File: config.mk
export PLATFORM = sky130hd
export DESIGN_NAME = dma_xfer_count_bank
export DESIGN_NICKNAME = d
export VERILOG_FILES = /design/src/rtl/dxc_pkg.sv /design/src/rtl/dxc_channel.sv /design/src/rtl/dxc_readmux.sv /design/src/rtl/dma_xfer_count_bank.sv
export SDC_FILE = /design/constraint.sdc
export NUM_CORES = 1
export LEC_CHECK = 0
export BUFFER_PORTS_ARGS = -buffer_cell sky130_fd_sc_hd__buf_2
export CAP_MARGIN = 20
export CORE_MARGIN = 5
export CORE_UTILIZATION = 50
export DETAILED_ROUTE_END_ITERATION = 12
export PLACE_DENSITY = 0.77
export SLEW_MARGIN = 20
export SYNTH_ARGS = -nofsm -noshare
export SYNTH_HDL_FRONTEND = slang
export SYNTH_SLANG_ARGS = --single-unit
File: constraint.sdc
create_clock -name clk -period 2.54 [get_ports clk]
set_clock_uncertainty 0.2 [all_clocks]
set_input_delay 0.254 -clock clk [delete_from_list [all_inputs] [get_ports clk]]
set_output_delay 0.254 -clock clk [all_outputs]
set_load 0.02 [all_outputs]
File: src/rtl/dxc_pkg.sv
package dxc_pkg;
    typedef enum logic {
        CH_IDLE = 1'b0,
        CH_RUN  = 1'b1
    } ch_state_e;
endpackage

File: src/rtl/dxc_channel.sv
module dxc_channel
    import dxc_pkg::*;
#(
    parameter int CW = 24,
    parameter int LW = 8
) (
    input  logic          clk,
    input  logic          rst_n,
    input  logic          wr_en,
    input  logic [CW-1:0] wr_val,
    input  logic          ld_en,
    input  logic [LW-1:0] ld_val,
    input  logic          start,
    input  logic          dec,
    output logic [CW-1:0] count,
    output logic          tc
);
    ch_state_e state_q, state_d;
    logic [CW-1:0] count_q, count_d;
    logic          tc_q, tc_d;
    logic          take_dec, last_unit;

    assign take_dec  = (state_q == CH_RUN) && dec && !wr_en && !ld_en;
    assign last_unit = take_dec && (count_q == CW'(1));

    always_comb begin
        state_d = state_q;
        unique case (state_q)
            CH_IDLE: if (start)     state_d = CH_RUN;
            CH_RUN:  if (last_unit) state_d = CH_IDLE;
            default:                state_d = CH_IDLE;
        endcase
    end

    always_ff @(posedge clk or negedge rst_n) begin
        if (!rst_n) state_q <= CH_IDLE;
        else        state_q <= state_d;
    end

    always_comb begin
        count_d = count_q;
        tc_d    = 1'b0;
        if (wr_en) begin
            count_d = wr_val;
        end else if (ld_en) begin
            count_d = {count_q[CW-1:LW], ld_val};
        end else if (take_dec) begin
            count_d = count_q - CW'(1);
            tc_d    = last_unit;
        end
    end

    always_ff @(posedge clk) begin
        count_q <= count_d;
    end

    always_ff @(posedge clk or negedge rst_n) begin
        if (!rst_n) tc_q <= 1'b0;
        else        tc_q <= tc_d;
    end

    assign count = count_q;
    assign tc    = tc_q;
endmodule

File: src/rtl/dxc_readmux.sv
module dxc_readmux #(
    parameter int NCH = 4,
    parameter int CW  = 24,
    parameter int DW  = 32,
    localparam int SW = $clog2(NCH)
) (
    input  logic [NCH-1:0][CW-1:0] counts,
    input  logic [SW-1:0]          sel,
    output logic [DW-1:0]          rdata
);
    always_comb begin
        rdata = '0;
        rdata[CW-1:0] = counts[sel];
    end
endmodule

File: src/rtl/dma_xfer_count_bank.sv
module dma_xfer_count_bank #(
    parameter int NCH    = 4,
    parameter int CW     = 24,
    parameter int DW     = 32,
    parameter int RW     = 64,
    parameter int LD_LSB = 48,
    parameter int LW     = 8,
    localparam int SW    = $clog2(NCH)
) (
    input  logic          clk,
    input  logic          rst_n,
    input  logic [SW-1:0] reg_sel,
    input  logic          reg_we,
    input  logic [DW-1:0] reg_wdata,
    output logic [DW-1:0] reg_rdata,
    input  logic [NCH-1:0] ch_start,
    input  logic [NCH-1:0] ch_dec,
    input  logic          side_we,
    input  logic [RW-1:0] side_word,
    output logic [NCH-1:0] tc_pulse
);
    logic [NCH-1:0][CW-1:0] counts;

    for (genvar g = 0; g < NCH; g++) begin : g_ch
        logic ld_here;
        if (g == 0) begin : g_side
            assign ld_here = side_we;
        end else begin : g_noside
            assign ld_here = 1'b0;
        end

        dxc_channel #(.CW(CW), .LW(LW)) u_ch (
            .clk    (clk),
            .rst_n  (rst_n),
            .wr_en  (reg_we && (reg_sel == SW'(g))),
            .wr_val (reg_wdata[CW-1:0]),
            .ld_en  (ld_here),
            .ld_val (side_word[LD_LSB +: LW]),
            .start  (ch_start[g]),
            .dec    (ch_dec[g]),
            .count  (counts[g]),
            .tc     (tc_pulse[g])
        );
    end

    dxc_readmux #(.NCH(NCH), .CW(CW), .DW(DW)) u_rd (
        .counts (counts),
        .sel    (reg_sel),
        .rdata  (reg_rdata)
    );
endmodule

# [After elaboration in Yosys (flattened, before gate mapping)]
# Index checks and enable logic that the tools add are counted.
[totals] register_bits=104
[op_classes] n_mux=32 reduce_logical=29 magnitude_cmp=1 bitwise=4 add_sub_neg=4 eq_ne=8
[ops] op="$mux W24" count=10
[ops] op="$eq A24 B1 Y1 const B" count=4
[ops] op="$sub A24 B1 Y24 const B" count=4
[ops] op="$bmux W24 S2" count=1
[ops] op="$logic_and A1 B1 Y1" count=17
[ops] op="$mux W1" count=17
[ops] op="$pmux W1 S2" count=4
[ops] op="$reduce_bool A2 Y1" count=4
[ops] op="$logic_not A1 Y1" count=5
[ops] op="$eq A2 B2 Y1 const B" count=2
[ops] op="$not A1 Y1" count=4
[ops] op="$lt A2 B3 Y1 const B" count=1
[ops] op="$reduce_bool A3 Y1" count=1
[ops] op="$eq A2 B1 Y1 const B" count=1
[ops] op="$logic_not A2 Y1" count=1
[ops] op="$ne A2 B1 Y1 const B" count=1
[ops] op="$reduce_and A2 Y1" count=1

# [Longest topological paths before layout]
[depth] ltp_word=9 depth_mapped=7 ltp_nobuf=7

# [Hierarchy]
# From an unflattened synthesis, not the netlist that was laid out.
[unflattened] cells_unflattened=747 area_unflattened_um2=7597.3
[modules_own_cells] mod="dxc_channel at g_ch[0].u_ch ..." seq_area_each_um2=770.7 cells_each=172 area_each_um2=1695.4 n_inst=2
[modules_own_cells] mod="dxc_channel at g_ch[2].u_ch" seq_area_each_um2=770.7 cells_each=180 area_each_um2=1741.7 n_inst=1
[modules_own_cells] mod="dxc_channel at g_ch[3].u_ch" seq_area_each_um2=770.7 cells_each=179 area_each_um2=1739.2 n_inst=1
[modules_own_cells] mod="dxc_readmux" seq_area_each_um2=0.0 cells_each=39 area_each_um2=684.4 n_inst=1
[modules_own_cells] mod="dma_xfer_count_bank" seq_area_each_um2=0.0 cells_each=5 area_each_um2=41.3 n_inst=1

# [Worst setup path before layout]
# Ideal clock, no wire load.
[synth_timing] path_kind="input -> register" from="in reg_sel[1]" to="reg g_ch[0].u_ch.count_q[10], enable pin" setup_slack_ps=108 required_ps=1948 arrival_time_ps=1840 cell_stages=5 setup_ps=392 path_cell_list="clkbuf_1 -> nor3b_1 -> clkbuf_1 -> clkbuf_1 -> o21bai_1"
[synth_between] elab_chain_cells=7
[synth_lines] element="from (decl)" line_no="dma_xfer_count_bank.sv:12" source="input logic [SW-1:0] reg_sel,"
[synth_lines] element="$logic_not A2 Y1 *" line_no="dma_xfer_count_bank.sv:35" source=".wr_en (reg_we && (reg_sel == SW'(g))),"
[synth_lines] element="$logic_and A1 B1 Y1 *" line_no="dma_xfer_count_bank.sv:35"
[synth_lines] element="$logic_not A1 Y1" line_no="dxc_channel.sv:23" source="assign take_dec = (state_q == CH_RUN) && dec && !wr_en && !ld_en;"
[synth_lines] element="$logic_and A1 B1 Y1 (2 in a row)" line_no="dxc_channel.sv:23"
[synth_lines] element="$reduce_bool A2 Y1 (no line)"
[synth_lines] element="$reduce_and A2 Y1 (no line) *"
[synth_lines] element="to (signal assigned)" line_no="dxc_channel.sv:54" source="count_q <= count_d;"
[synth_lines] element="to (decl)" line_no="dxc_channel.sv:19" source="logic [CW-1:0] count_q, count_d;"
# Mark *: on every way between the ends. The rest lies on a longest branch, timed or not.
# A chain may end at the register's enable or synchronous reset.

# [Final worst setup path]
[layout_timing] from="reg g_ch[0].u_ch.count_q[1]" to="reg g_ch[0].u_ch.count_q[6], data pin"
[layout_between] elab_chain_cells=4
[layout_lines] element="$sub A24 B1 Y24" line_no="dxc_channel.sv:48" source="count_d = count_q - CW'(1);"
[layout_lines] element="$mux W24" line_no="dxc_channel.sv:47" source="end else if (take_dec) begin"
[layout_lines] element="$mux W24" line_no="dxc_channel.sv:45" source="end else if (ld_en) begin"
[layout_lines] element="$mux W24" line_no="dxc_channel.sv:43" source="if (wr_en) begin"
[layout_lines] element="via g_ch[0].u_ch.count_d[6]" line_no="dxc_channel.sv:19"
# The timed path passes the listed nets, and every way through them passes these cells. The select of a mux whose other input is x is not followed.

==> key figures <==
Outcome
  – Status: finished, final reports clean

Clock tree
  – CTS max path bufs: 2
  – Clock-pin slew on the worst setup and hold paths: 0.07 ns
  – Clk Latency, worst-skew pair: approximately 0.35 ns
  – CTS tree: done
  – Clock root buffer: clkbuf_16
  – H-tree Lvls: 3
  – Num CTS Buffers: 9
  – Sink Count: 104

Placement
  – IO Port Bufs: 73
  – Hpwl dp: 13800 um
  – GP Congestion: 0.908
  – Dpl cell area: 0.00753 mm2

Global routing
  – Global route overflow: 0
  – First-pass GRT wire length: 28100 um
  – M3 GR Usage: approximately 3.5%
  – GRT Total Usage: a little under a quarter
  – Vias in the first global route: 5267
  – Initial antenna violation count: 0
  – Global routing usage on met1: 30.4%
  – Largest net degree at the start of global routing: 49
  – Top Usage Layer GRT: met2
  – Met2 usage: 37.3%

Synth
  – Mapped Area: approximately 0.0068 mm2
  – Sequential area share after synthesis: 45.6%
  – Avg Inst Size Synth: between 10 and 15 um2
  – Prevailing post-synth register cell: edfxtp_1
  – Netlist cell types: 51
  – Ys Warns: 0
  – Asr flop ratio synth: 7.69%
  – Flops & latches, synth: around 100
  – Post-synth EDFFs: 96
  – Number of cells produced by synthesis: 650

Finish
  – Fillcell total: 1084
  – Finished Cell Area: a little under 0.008 mm2
  – N_diodes: 0
  – Layout cells sized above 1: 25.0%
  – Commonest non-fill, non-tap cell in the layout: nor2_1
  – Most frequent cells in the layout: nor2_1, edfxtp_1, buf_2, nand2_1, a21oi_1
  – Final layout net count: 868
  – Area delta synth->final: 17.1%

Worst setup path
  – CP bufs+invs: 2
  – Critical path's slowest cell: or3b_2
  – Top delay family on crit path: simple AND/OR/NAND/NOR gates
  – Worst path cell trace: inv_1, ha_1, buf_4, or3b_2, nor3_1, xnor2_1, o21ai_0, mux2_2
  – Type of origin of the critical path: flop
  – Crit path DAT: 2.31 ns
  – CP Class: flop to flop
  – Critical Path RT: 2.44 ns
  – CP Max Fanout: 3
  – Setup crit end kind: flop
  – CP peak stage delay: 0.48 ns

Die
  – Die area: ~0.016 mm2
  – Die Ht: 126 um
  – Die Span X: around 130 um
  – Site row count: 42
  – Core Area: 0.0132 mm2
  – Initial Utilization: 51.0%
  – IO Count: 146

STA
  – Setup violators final: 0
  – Fmax: between 400 and 500 MHz
  – Max_slew headroom: 67.0%
  – Final setup TNS: 0 ns
  – Worst Tran Pin Value: 0.490 ns
  – Final min period: 2.41 ns
  – Final Hold Fails: 0
  – Pins Over Slew Limit: 0
  – Final period util: between 90 and 100%

Power
  – PwrDens: 612 mW/mm2
  – Lkg Pwr: 0.00285 uW
  – Tot Pwr: 4840 uW
  – Worst IR Drop VDD: approximately 360 uV

Drt
  – Vias per cell: 5.95
  – Drt wl/cell: between 15 and 20 um
  – 1st-pass router iterations: 5
  – Iter 0 DRT Violations: 664
  – Final ANT Viol Nets: 0
  – Drt drc: 0
  – Vias after detailed routing: approximately 5500
  – Final wirelength: 18100 um

Worst hold path
  – Tightest Hold Check Type: primary input to flop

Job
  – Maximum Capacitance Violations: 0
cell usage after synthesis, types with 8 or more instances:
| library cell | count | area [um2] |
|---|---|---|
| a22o_1 | 15 | 131 |
| nor3_1 | 19 | 95.1 |
| xnor2_1 | 44 | 385 |
| mux4_2 | 24 | 541 |
| or4_1 | 9 | 67.6 |
| clkbuf_1 | 24 | 90.1 |
| nor2_1 | 98 | 368 |
| nand3_1 | 11 | 55.1 |
| inv_1 | 10 | 37.5 |
| a31oi_1 | 10 | 62.6 |
| nor4_1 | 21 | 131 |
| ha_1 | 8 | 100 |
| nand2_1 | 56 | 210 |
| a21oi_1 | 50 | 250 |
| dfrtp_1 | 8 | 200 |
| xor2_1 | 31 | 272 |
| buf_4 | 13 | 97.6 |
| o31ai_1 | 8 | 60.1 |
| or3_1 | 8 | 50.1 |
| o21ai_0 | 24 | 120 |
| edfxtp_1 | 96 | 2880 |
worst reg2reg max path, stage by stage, from the launching register on:
cell and delay (ns):
edfxtp_1 0.42, inv_1 0.10, ha_1 0.16, buf_4 0.11, or3b_2 0.48, nor3_1 0.19, xnor2_1 0.14, o21ai_0 0.10
mux2_2 0.27
timing repair:
action | 4_1_cts | 5_1_grt
endpoints found under the setup margin | 0 | 9
setup buffers | 0 | 0
hold buffers | 5 | 0
endpoints found under the hold margin | 12 | 0
resized for setup | 0 | 5
stage by stage:
step | cells | hold WS (ns) | setup WS, ns | util, %
floorplan | 657 | -0.242 | 0.108 | -
global placement | 910 | -0.0943 | 0.101 | 56.9
detailed placement | 910 | -0.0840 | 0.0409 | 56.9
CTS | 931 | 0.0655 | 0.0307 | 59.6
global route | 931 | 0.0812 | -0.0177 | 59.8
finish | 931 | 0.0830 | 0.134 | 59.8
kinds of logic after synthesis:
family	share of synthesized area [%]
fa+ha+maj	1.48
flops	45.6
simple gates	20.5
buf+inv	3.81
compound gates	9.85
mux	8.98
xor+xnor	9.72
other cells	0.0555
state kept, by name (all words and copies together), names as in the netlist:
| name | count |
|---|---|
| g_ch.u_ch.tc | 4 |
| g_ch.u_ch.state_q | 4 |
| g_ch.u_ch.count | 96 |
path summary, 6_finish.rpt:
check                                              to  cells past startpoint             startpoint  slack, ns
min in group asynchronous        g_ch[2].u_ch.state_q                      2                  rst_n       0.09
worst max register to register  g_ch[0].u_ch.count[6]                      8  g_ch[0].u_ch.count[1]       0.13
worst max-delay path            g_ch[0].u_ch.count[6]                      8  g_ch[0].u_ch.count[1]       0.13
worst min register to register   g_ch[0].u_ch.state_q                      1   g_ch[0].u_ch.state_q       0.27
max in group asynchronous        g_ch[0].u_ch.state_q                      2                  rst_n       1.86
worst min-delay path            g_ch[0].u_ch.count[2]                      3          side_word[50]       0.08
power breakdown:
part / total, uW / internal, uW / leakage (uW) / switching, uW
clock network: 1490 / 856 / 0.000153 / 636
logic: 1010 / 463 / 0.00166 / 551
registers: 2340 / 2110 / 0.00104 / 225
routing by layer:
layer | vias up | part of all wire, %
met5 | - | 0
met4 | 0 | 2.7
met3 | 43 | 8.9
met2 | 262 | 49
met1 | 2631 | 40
li1 | 2602 | -
cell type report:
class                           instances  area [um2]  area share (%)
Sequential cell                       104        3080            39.0
Clock inverter                          7        86.3            1.09
Tap cell                              176         220            2.78
Inverter                               10        37.5           0.474
Multi-Input combinational cell        499        3470            43.9
Timing Repair Buffer                  126         788            9.96
Clock buffer                            9         225            2.85
No activity file was read; power rests on OpenSTA's default activity.
